## config.mk

```make
export PLATFORM = sky130hd
export DESIGN_NAME = bank_fifo_serial
export DESIGN_NICKNAME = d
export VERILOG_FILES = /design/src/rtl/bank_fifo_serial.sv
export SDC_FILE = /design/constraint.sdc
export NUM_CORES = 1
export LEC_CHECK = 0
export BUFFER_PORTS_ARGS = -buffer_cell sky130_fd_sc_hd__buf_2
export CORE_MARGIN = 2
export CORE_UTILIZATION = 33
export DETAILED_ROUTE_END_ITERATION = 16
export GPL_ROUTABILITY_DRIVEN = 0
export PLACE_DENSITY = 0.47
export SLEW_MARGIN = 20
export SYNTH_ARGS = -nofsm -noshare
export SYNTH_HDL_FRONTEND = slang
export SYNTH_SLANG_ARGS = --single-unit
```

## constraint.sdc

```tcl
create_clock -name clk -period 1.8 [get_ports clk]
set_input_delay 0.09 -clock clk [delete_from_list [all_inputs] [get_ports clk]]
set_output_delay 0.09 -clock clk [all_outputs]
set_load 0.01 [all_outputs]
```

## src/rtl/bank_fifo_serial.sv

```systemverilog
module bank_fifo_serial #(
  parameter int W = 8
) (
  input  logic         clk,
  input  logic         rst,
  input  logic         wr_en,
  input  logic [W-1:0] wr_data,
  input  logic         rd_start,
  input  logic [3:0]   rd_addr,
  input  logic         shift_en,
  output logic         ser_out,
  output logic         ser_valid,
  output logic         busy,
  output logic         overrun
);
  localparam int SW = 2 * W;
  localparam int CW = $clog2(SW);

  logic [W-1:0]  slot [4];
  logic [2:0]    fill;
  logic [SW-1:0] sh;
  logic [SW-1:0] snap;
  logic [CW-1:0] nbits;
  logic          busy_q, hi_bank, ovr_q;
  logic          last, done;

  assign last      = busy_q & shift_en & (nbits == CW'(SW - 1));
  assign done      = last & hi_bank;
  assign ser_out   = busy_q & sh[SW-1];
  assign ser_valid = busy_q & shift_en;
  assign busy      = busy_q;
  assign overrun   = ovr_q;

  always_comb begin
    case (rd_addr)
      4'b0000: snap = {slot[0], slot[1]};
      4'b0010: snap = {slot[2], slot[3]};
      default: snap = '0;
    endcase
  end

  always_ff @(posedge clk) begin
    if (rst) begin
      busy_q  <= 1'b0;
      hi_bank <= 1'b0;
      sh      <= '0;
      nbits   <= '0;
    end else if (busy_q) begin
      if (shift_en) begin
        sh    <= sh << 1;
        nbits <= nbits + 1'b1;
        if (last) busy_q <= 1'b0;
      end
    end else if (rd_start) begin
      sh      <= snap;
      nbits   <= '0;
      busy_q  <= 1'b1;
      hi_bank <= (rd_addr == 4'b0010);
    end
  end

  always_ff @(posedge clk) begin
    if (rst) begin
      for (int k = 0; k < 4; k++) slot[k] <= '0;
      fill  <= '0;
      ovr_q <= 1'b0;
    end else if (done) begin
      for (int k = 0; k < 4; k++) slot[k] <= '0;
      fill  <= '0;
      ovr_q <= 1'b0;
      if (wr_en) begin
        slot[0] <= wr_data;
        fill    <= 3'd1;
      end
    end else if (wr_en) begin
      if (fill == 3'd4) begin
        slot[0] <= slot[1];
        slot[1] <= slot[2];
        slot[2] <= slot[3];
        slot[3] <= wr_data;
        ovr_q   <= 1'b1;
      end else begin
        slot[fill[1:0]] <= wr_data;
        fill            <= fill + 3'd1;
      end
    end
  end
endmodule

```

Yosys cells after proc, flatten, opt, wreduce, memory -nomap -nowiden
Memory sizes are Yosys's and may differ from the RTL's.
Cells that the tools add are included.
{"block": "totals", "regBits": 26, "mem_bits_rw": 32, "in_bits": 17, "out_inout_bits": 4, "wordCells": 83, "memories": 1}
{"block": "classes", "addsub": 2, "eq_ne": 5, "n_mux": 46, "n_bitwise": 14, "reduce_logical": 9}
{"memory": "slot", "depth": 4, "width": 8, "read_ports": 4, "rd_ports_with_merged_regs": 0, "wr": 4, "line": "19", "source": "logic [W-1:0] slot [4];"}
{"op": "two-way mux 8 bit", "n": 10}
{"op": "two-way mux 16 bit", "n": 3}
{"op": "one-hot mux 16 bit (2 select lines)", "n": 1}
{"op": "two-way mux 1 bit", "n": 25}
{"op": "two-way mux 4 bit", "n": 3}
{"op": "two-way mux 3 bit", "n": 3}
{"op": "bitwise OR 1 bit", "n": 9}
{"op": "AND reduction 2 bit", "n": 4}
{"op": "OR reduction 8 bit", "n": 1}
{"op": "adder 4 x 1 -> 4 bit (second input constant)", "n": 1}
{"op": "AND 1 bit", "n": 4}
{"op": "equality test 4 x 2 -> 1 bit (second input constant)", "n": 1}
{"op": "equality test 4 bit (second input constant)", "n": 1}
{"op": "logical NOT 4 bit", "n": 1}
{"op": "inequality test 2 bit (second input constant)", "n": 2}
{"op": "nonzero test 2 bit", "n": 2}
{"op": "adder 3 x 1 -> 3 bit (second input constant)", "n": 1}
{"op": "equality test 3 bit (second input constant)", "n": 1}
{"op": "two-way mux 2 bit", "n": 1}
{"op": "OR reduction 2 bit", "n": 1}
{"op": "inverter 1 bit", "n": 1}

Logic depth before layout (Yosys ltp)
Gate-level depths: netlist of run 1.
{"block": "depth", "depth_word": 10, "ltp_mapped": 7, "depth_no_buf": 5}

Worst setup path after synthesis of run 1
OpenSTA, ideal clock, no wires.
{"block": "synth_path", "path_type": "reg2reg", "start": "reg fill[0]", "end": "mem slot[2][0] (enable)", "setup_ps": 384, "t_arrival_ps": 1562, "t_required_ps": 1416, "setup_slack_ps": -146, "path_stages_with_launch": 7, "path_buffers": 1, "period_less_slack_ps": 1946, "path_cell_list": "dfxtp_1 > inv_1 > ha_1 > and2_1 > buf_2 > a21oi_1 > o21ai_0"}
{"element": "start, declared", "line": "20", "source": "logic [2:0] fill;"}
{"element": "start signal, assigned", "line": "84", "source": "fill <= fill + 3'd1;"}
{"element": "end, declared", "line": "19"}

==> out/metrics.cfg, run 1 <==
[setup_path]
max_stage_delay_ps = 400
rr_worst_depth = 4
crit_type = reg -> reg
reg2reg_to = slot[3][3]$_SDFFCE_PN0P_
worstReg2RegStart = nbits[0]$_SDFFE_PP0P_
critPathRequiredTime_ps = 1880
cp_max_fo = 8
arrival_ps = 1710
crit_buf_inv = 0
start_kind = register
r2r_slack_ps = 170
cpMaxStageDelayCell = o221a_2
worstPathCellList = ha_1, nand3_1, o221a_2, and2_1
cp_top_family = compound AO/OA/AOI/OAI gates
cp-end-kind = register

[grt]
grt.overflow.total = 0
antenna_found_initial = 0
grt_max_degree = 23
grt_pass1_wl_mm = 10.98
grt_usage_pct = 14.59
first_global_vias = 2093

[timing]
max_freq_mhz = 614.1
fin_crit_sh_pct = 90.47
fin_skew_ps = 4.446
min_period_ps = 1628
max_slew_margin_pct = 67.96
finalSetupViolCount = 0
tightest_slew_ps = 477.6
rsz0062_at_grt = false
report.final.slew_viol_count = 0
hold_viol_final = 0

[clock_network]
clkLatencyLatePin_ps = 320
cts.path.max_buffers = 2
cts_sinks = 58
cts_tree = yes
path_clk_slew_ps = 70
cts-hold-fix-buffers = 0
cts_buffers = 9
cts_root_buffer = clkbuf_8
htreeDepth = 3
cts_setup_buffers = 0

[floorplan]
rows = 33
start_util_pct = 34.42
core_area_um2 = 8299
die_area_um2 = 9416
die_h_um = 97.04
ios = 21
die_width_um = 97.04

[synthesis]
syn-num-nets = 302
synth-seq-cells = 58
synth-simple-area-share_pct = 16.21
ys_seq_area_share_pct = 51.86
synth_top_family_by_area = compound AO/OA/AOI/OAI gates
synthesis.area_um2 = 2856
synth-compound-area-share_pct = 18.53
syn_inst = 282
yosys.area_share.adder_pct = 1.314
synth_area_per_cell_um2 = 10.13
yosysUniqueCellTypes = 37
synth-xor-area-share_pct = 0
synth.area.mux_share_pct = 7.446
yosys_warnings = 0

[power]
p_int_mw = 2.360
p_sw_mw = 0.7333
swShare_pct = 23.71
pwr_density_cell_nw_per_um2 = 926.6
ir_drop_mv = 0.3496
cellLeakagePower_nw = 1.180
power_frac_clock_pct = 41.4
p_comb_share_pct = 10.3
pwr-share-seq_pct = 48.3

[detailed_routing]
wl_per_cell_um = 15.64
drt_iter0_drc = 93
drc_errors = 0
vias = 2220
ant_nets = 0
avgViaCountPerCell = 5.248
first_pass_iters = 4
wl_mm = 6.615

[layout]
stdcell_area_um2 = 3338
mostFrequentLayoutCell = edfxtp_1
drive_above_1_share_pct = 24.21
layout_common_cells = edfxtp_1, nand2_1, a21oi_1
area.growth.synth_to_final_pct = 16.86
final_nets = 333
fin_cells = 423
antenna_cells = 0

[placement]
dpl.hpwl_mm = 4.735
place_inst = 407
io_buffers = 20
place_area_um2 = 3128

[run_status]
status = complete, no violations

[flow_run]
maxCapViolations = 0

[hold_path]
hold_depth = 3
worstHoldStart = wr_en
holdCritPathClass = in -> reg
hold_end = fill[1]$_SDFFE_PP0P_

-- Yosys cell counts (all sizes together) --
| cell | instances | area share, % |
|---|---|---|
| and2 | 11 | 2.4 |
| nor4 | 1 | 0.22 |
| nor4b | 1 | 0.83 |
| ha | 3 | 1.3 |
| a21oi | 31 | 5.6 |
| a211oi | 1 | 0.26 |
| clkinv | 2 | 0.26 |
| dfxtp | 26 | 18 |
| a22oi | 17 | 4.5 |
| mux2 | 16 | 6.3 |
| o21ai | 7 | 1.4 |
| o22ai | 9 | 2.0 |
| o221a | 1 | 0.39 |
| nand2 | 30 | 3.9 |
| and3 | 2 | 0.44 |
| edfxtp | 32 | 34 |
| inv | 4 | 0.53 |
| nor2 | 17 | 2.2 |
| buf | 13 | 2.9 |
| a2111oi | 1 | 0.31 |
| a211o | 1 | 0.31 |
| clkbuf | 7 | 0.92 |
| or3 | 1 | 0.22 |
| a32oi | 10 | 3.1 |
| nand2b | 1 | 0.22 |
| nor2b | 2 | 0.44 |
| a21o | 1 | 0.26 |
| a31o | 1 | 0.31 |
| o211ai | 1 | 0.26 |
| mux2i | 2 | 1.1 |
| nand3 | 29 | 5.1 |
| nor3 | 1 | 0.18 |
-- logic make-up (layout without fill, tap and decap cells) --
logic type,Yosys count,after routing
AO/OA/AOI/OAI,81,81
adder cells (fa/ha/maj),3,3
buffers and inverters,26,62
flip-flops,58,58
multiplexers,18,18
AND/OR/NAND/NOR,96,96
-- through the flow --
stage                     setup TNS, ps  power, mW  hold WS, ps  setup slack, ps  util (%)
after CTS                             0      3.118        90.45            84.49     40.21
final                                 0      3.093        99.88            171.6     40.22
after floorplan                  -808.6      1.717        288.2           -33.69         -
after detailed placement              0      1.839        434.9            93.23     37.69
after global routing                  0      3.232        109.1            31.01     40.22
after global placement                0      1.840        431.3            114.2     37.69
-- sequential cells by signal, indices dropped and copies added, names as in the netlist --
signal   cells
sh          16
hi_bank      1
overrun      1
slot        32
nbits        4
busy         1
fill         3
-- how the worst max path moves through the flow --
stage | cells after the start | to | startpoint
final | 4 | slot[3][3]$_SDFFCE_PN0P_ | nbits[0]$_SDFFE_PP0P_
after floorplan | 7 | slot[0][0]$_DFFE_PP_ | fill[0]$_SDFFE_PP0P_
after global placement | 5 | slot[0][5]$_DFFE_PP_ | fill[0]$_SDFFE_PP0P_
after global routing | 5 | slot[0][1]$_DFFE_PP_ | fill[0]$_SDFFE_PP0P_
after CTS | 5 | slot[0][3]$_DFFE_PP_ | fill[0]$_SDFFE_PP0P_
after detailed placement | 5 | slot[0][5]$_DFFE_PP_ | fill[0]$_SDFFE_PP0P_
-- tightest hold or removal path: stages --
cell and delay, ps:
buf_2 150, nand3_1 80, a21oi_1 50
-- area by class of cell --
| cell class | instances | area, um^2 |
|---|---|---|
| Inverter | 6 | 22.52 |
| Sequential cell | 58 | 1481 |
| Fill cell | 824 | 4961 |
| Clock inverter | 6 | 81.33 |
| Timing Repair Buffer | 40 | 250.2 |
| Clock buffer | 10 | 127.6 |
| Tap cell | 105 | 131.4 |
| Multi-Input combinational cell | 198 | 1244 |
-- power by group through the flow --
stage	sequential [mW]	combinational, mW	clock (mW)
after floorplan	1.51	0.205	0
after global placement	1.52	0.318	0
after detailed placement	1.52	0.317	0
after CTS	1.49	0.320	1.30
after global routing	1.50	0.353	1.38
final	1.49	0.317	1.28
-- layer usage --
layer  GRT usage [%]  wire length [um]
met1           21.91              3431
met2           20.94              2962
met3           2.457               173
met4           5.417                48
met5               0                 0
-- timing repair --
| action | 4_1_cts | 5_1_grt |
|---|---|---|
| setup endpoints to repair | 0 | 32 |
| gates resized for setup | 0 | 1 |
| endpoints found under the hold margin | 0 | 0 |
No activity file was read; power rests on OpenSTA's default activity.
==> run 2, diff against run 1 <==
--- a/config.mk
+++ b/config.mk
@@ -11,6 +11,8 @@
 export DETAILED_ROUTE_END_ITERATION = 16
 export GPL_ROUTABILITY_DRIVEN = 0
 export PLACE_DENSITY = 0.47
+export REMOVE_ABC_BUFFERS = 1
+export SKIP_CTS_REPAIR_TIMING = 1
 export SLEW_MARGIN = 20
 export SYNTH_ARGS = -nofsm -noshare
 export SYNTH_HDL_FRONTEND = slang
==> run 2 against run 1 <==
Effect of this change: design area shrank 1.5%; combinational power shrank 1%; clock skew grew 5.1 ps; sequential share of layout area grew 0.69 points; clock power shrank 19%.
==> out/metrics.cfg, run 2 (synthesized netlist as in run 1, its figures left out) <==
[run_status]
status = complete, no violations

[timing]
hold_viol_final = 0
finalSetupViolCount = 0
min_period_ps = 1685
max_slew_margin_pct = 62.75
report.final.slew_viol_count = 0
max_freq_mhz = 593.4
fin_skew_ps = 9.502
fin_crit_sh_pct = 93.62
tightest_slew_ps = 547.1
rsz0062_at_grt = true

[hold_path]
holdCritPathClass = in -> reg
hold_depth = 3

[layout]
final_nets = 330
drive_above_1_share_pct = 24.44
largest_register = slot
area.growth.synth_to_final_pct = 15.07
reg_top3 = slot: 32 flops, sh: 16 flops, nbits: 4 flops
largest_reg_flops = 32
final_util_pct = 39.61
antenna_cells = 0
mostFrequentLayoutCell = edfxtp_1
layout_common_cells = edfxtp_1, nand3_1, nand2_1, a21oi_1, dfxtp_1
fin_cells = 420

[floorplan]
die_h_um = 97.04
die_width_um = 97.04
rows = 33
start_util_pct = 34.42
core_area_um2 = 8299
die_area_um2 = 9416
ios = 21

[setup_path]
cpMostUsedCell = buf_4
cp-end-kind = register
rr_worst_depth = 6
crit_type = reg -> reg
arrival_ps = 1740
start_kind = register
max_stage_delay_ps = 330
critPathRequiredTime_ps = 1860
cp_max_fo = 8
worstPathCellList = ha_1, and3_1, buf_4, a22oi_1, buf_4, o22ai_1
cpMaxStageDelayCell = dfxtp_1

[detailed_routing]
vias = 2176
wl_mm = 6.345
drc_errors = 0
ant_nets = 0
drt_iter0_drc = 108
wl_per_cell_um = 15.11
first_pass_iters = 4
avgViaCountPerCell = 5.181

[grt]
grt_max_degree = 24
antenna_found_initial = 0
first_global_vias = 1975
grt_usage_pct = 13.99
grt_pass1_wl_mm = 10.52
grt.overflow.total = 0

[power]
swShare_pct = 25.57
p_comb_share_pct = 11.0
p_int_mw = 2.118
ir_drop_mv = 0.3486
pwr_density_cell_nw_per_um2 = 865.8
p_sw_mw = 0.7277
cellLeakagePower_nw = 1.146
pwr-share-seq_pct = 52.5
power_frac_clock_pct = 36.5

[clock_network]
cts_tree = yes
htreeDepth = 3
cts.path.max_buffers = 2
cts_root_buffer = clkbuf_8
cts_sinks = 58
path_clk_slew_ps = 70
cts_buffers = 9
clkLatencyLatePin_ps = 320

[placement]
io_buffers = 20
place_inst = 404
dpl.hpwl_mm = 4.722

[flow_run]
maxCapViolations = 0

==> run 2: critical path: cells and delay by family (launching register included) <==
family                     cells  cell delay (ps)
and+or+nand+nor                1              220
adders and majority gates      1              260
AOI/OAI and AO/OA              2              270
DFF                            1              330
buffers and inverters          2              350
==> run 2: final timing paths <==
kind	start	to	slack [ps]
min reg2reg	overrun$_SDFFE_PP0N_	overrun$_SDFFE_PP0N_	470
max reg2reg	nbits[0]$_SDFFE_PP0P_	slot[0][6]$_DFFE_PP_	110
max	nbits[0]$_SDFFE_PP0P_	slot[0][6]$_DFFE_PP_	110
min	wr_en	fill[1]$_SDFFE_PP0P_	110
==> run 2: area by class of cell <==
type,count,area [um^2]
Inverter,6,22.52
Tap cell,105,131.4
Clock inverter,5,30.03
Sequential cell,58,1481
Clock buffer,11,141.4
Timing Repair Buffer,37,227.7
Fill cell,824,5012
Multi-Input combinational cell,198,1252
==> run 2: per-layer routing <==
layer	up-vias	global-route usage [%]	routed length (um)
met5	-	0	0
met4	0	6.176	85
met3	5	2.240	186
met2	34	18.86	2752
met1	1028	21.72	3321
li1	1109	-	-
==> run 2: stage by stage <==
stage          hold slack (ps)  setup TNS, ps  instance area, um^2  power, mW  setup WS, ps
6_report                 108.7              0                 3287      2.846         114.9
5_1_grt                  106.8         -466.4                 3287      2.976        -45.46
4_1_cts                  92.32              0                 3277      2.883         56.16
3_5_place_dp             439.4              0                 3105      1.834         52.06
3_3_place_gp             438.2              0                 3105      1.834         89.22
2_1_floorplan            159.1          -7890                 2746      1.685        -479.8
==> run 2: power groups by stage <==
stage | registers, mW | clock network [mW] | logic (mW)
after global routing | 1.50 | 1.13 | 0.347
after detailed placement | 1.52 | 0 | 0.313
after CTS | 1.49 | 1.08 | 0.315
after floorplan | 1.52 | 0 | 0.166
final | 1.49 | 1.04 | 0.313
after global placement | 1.52 | 0 | 0.312
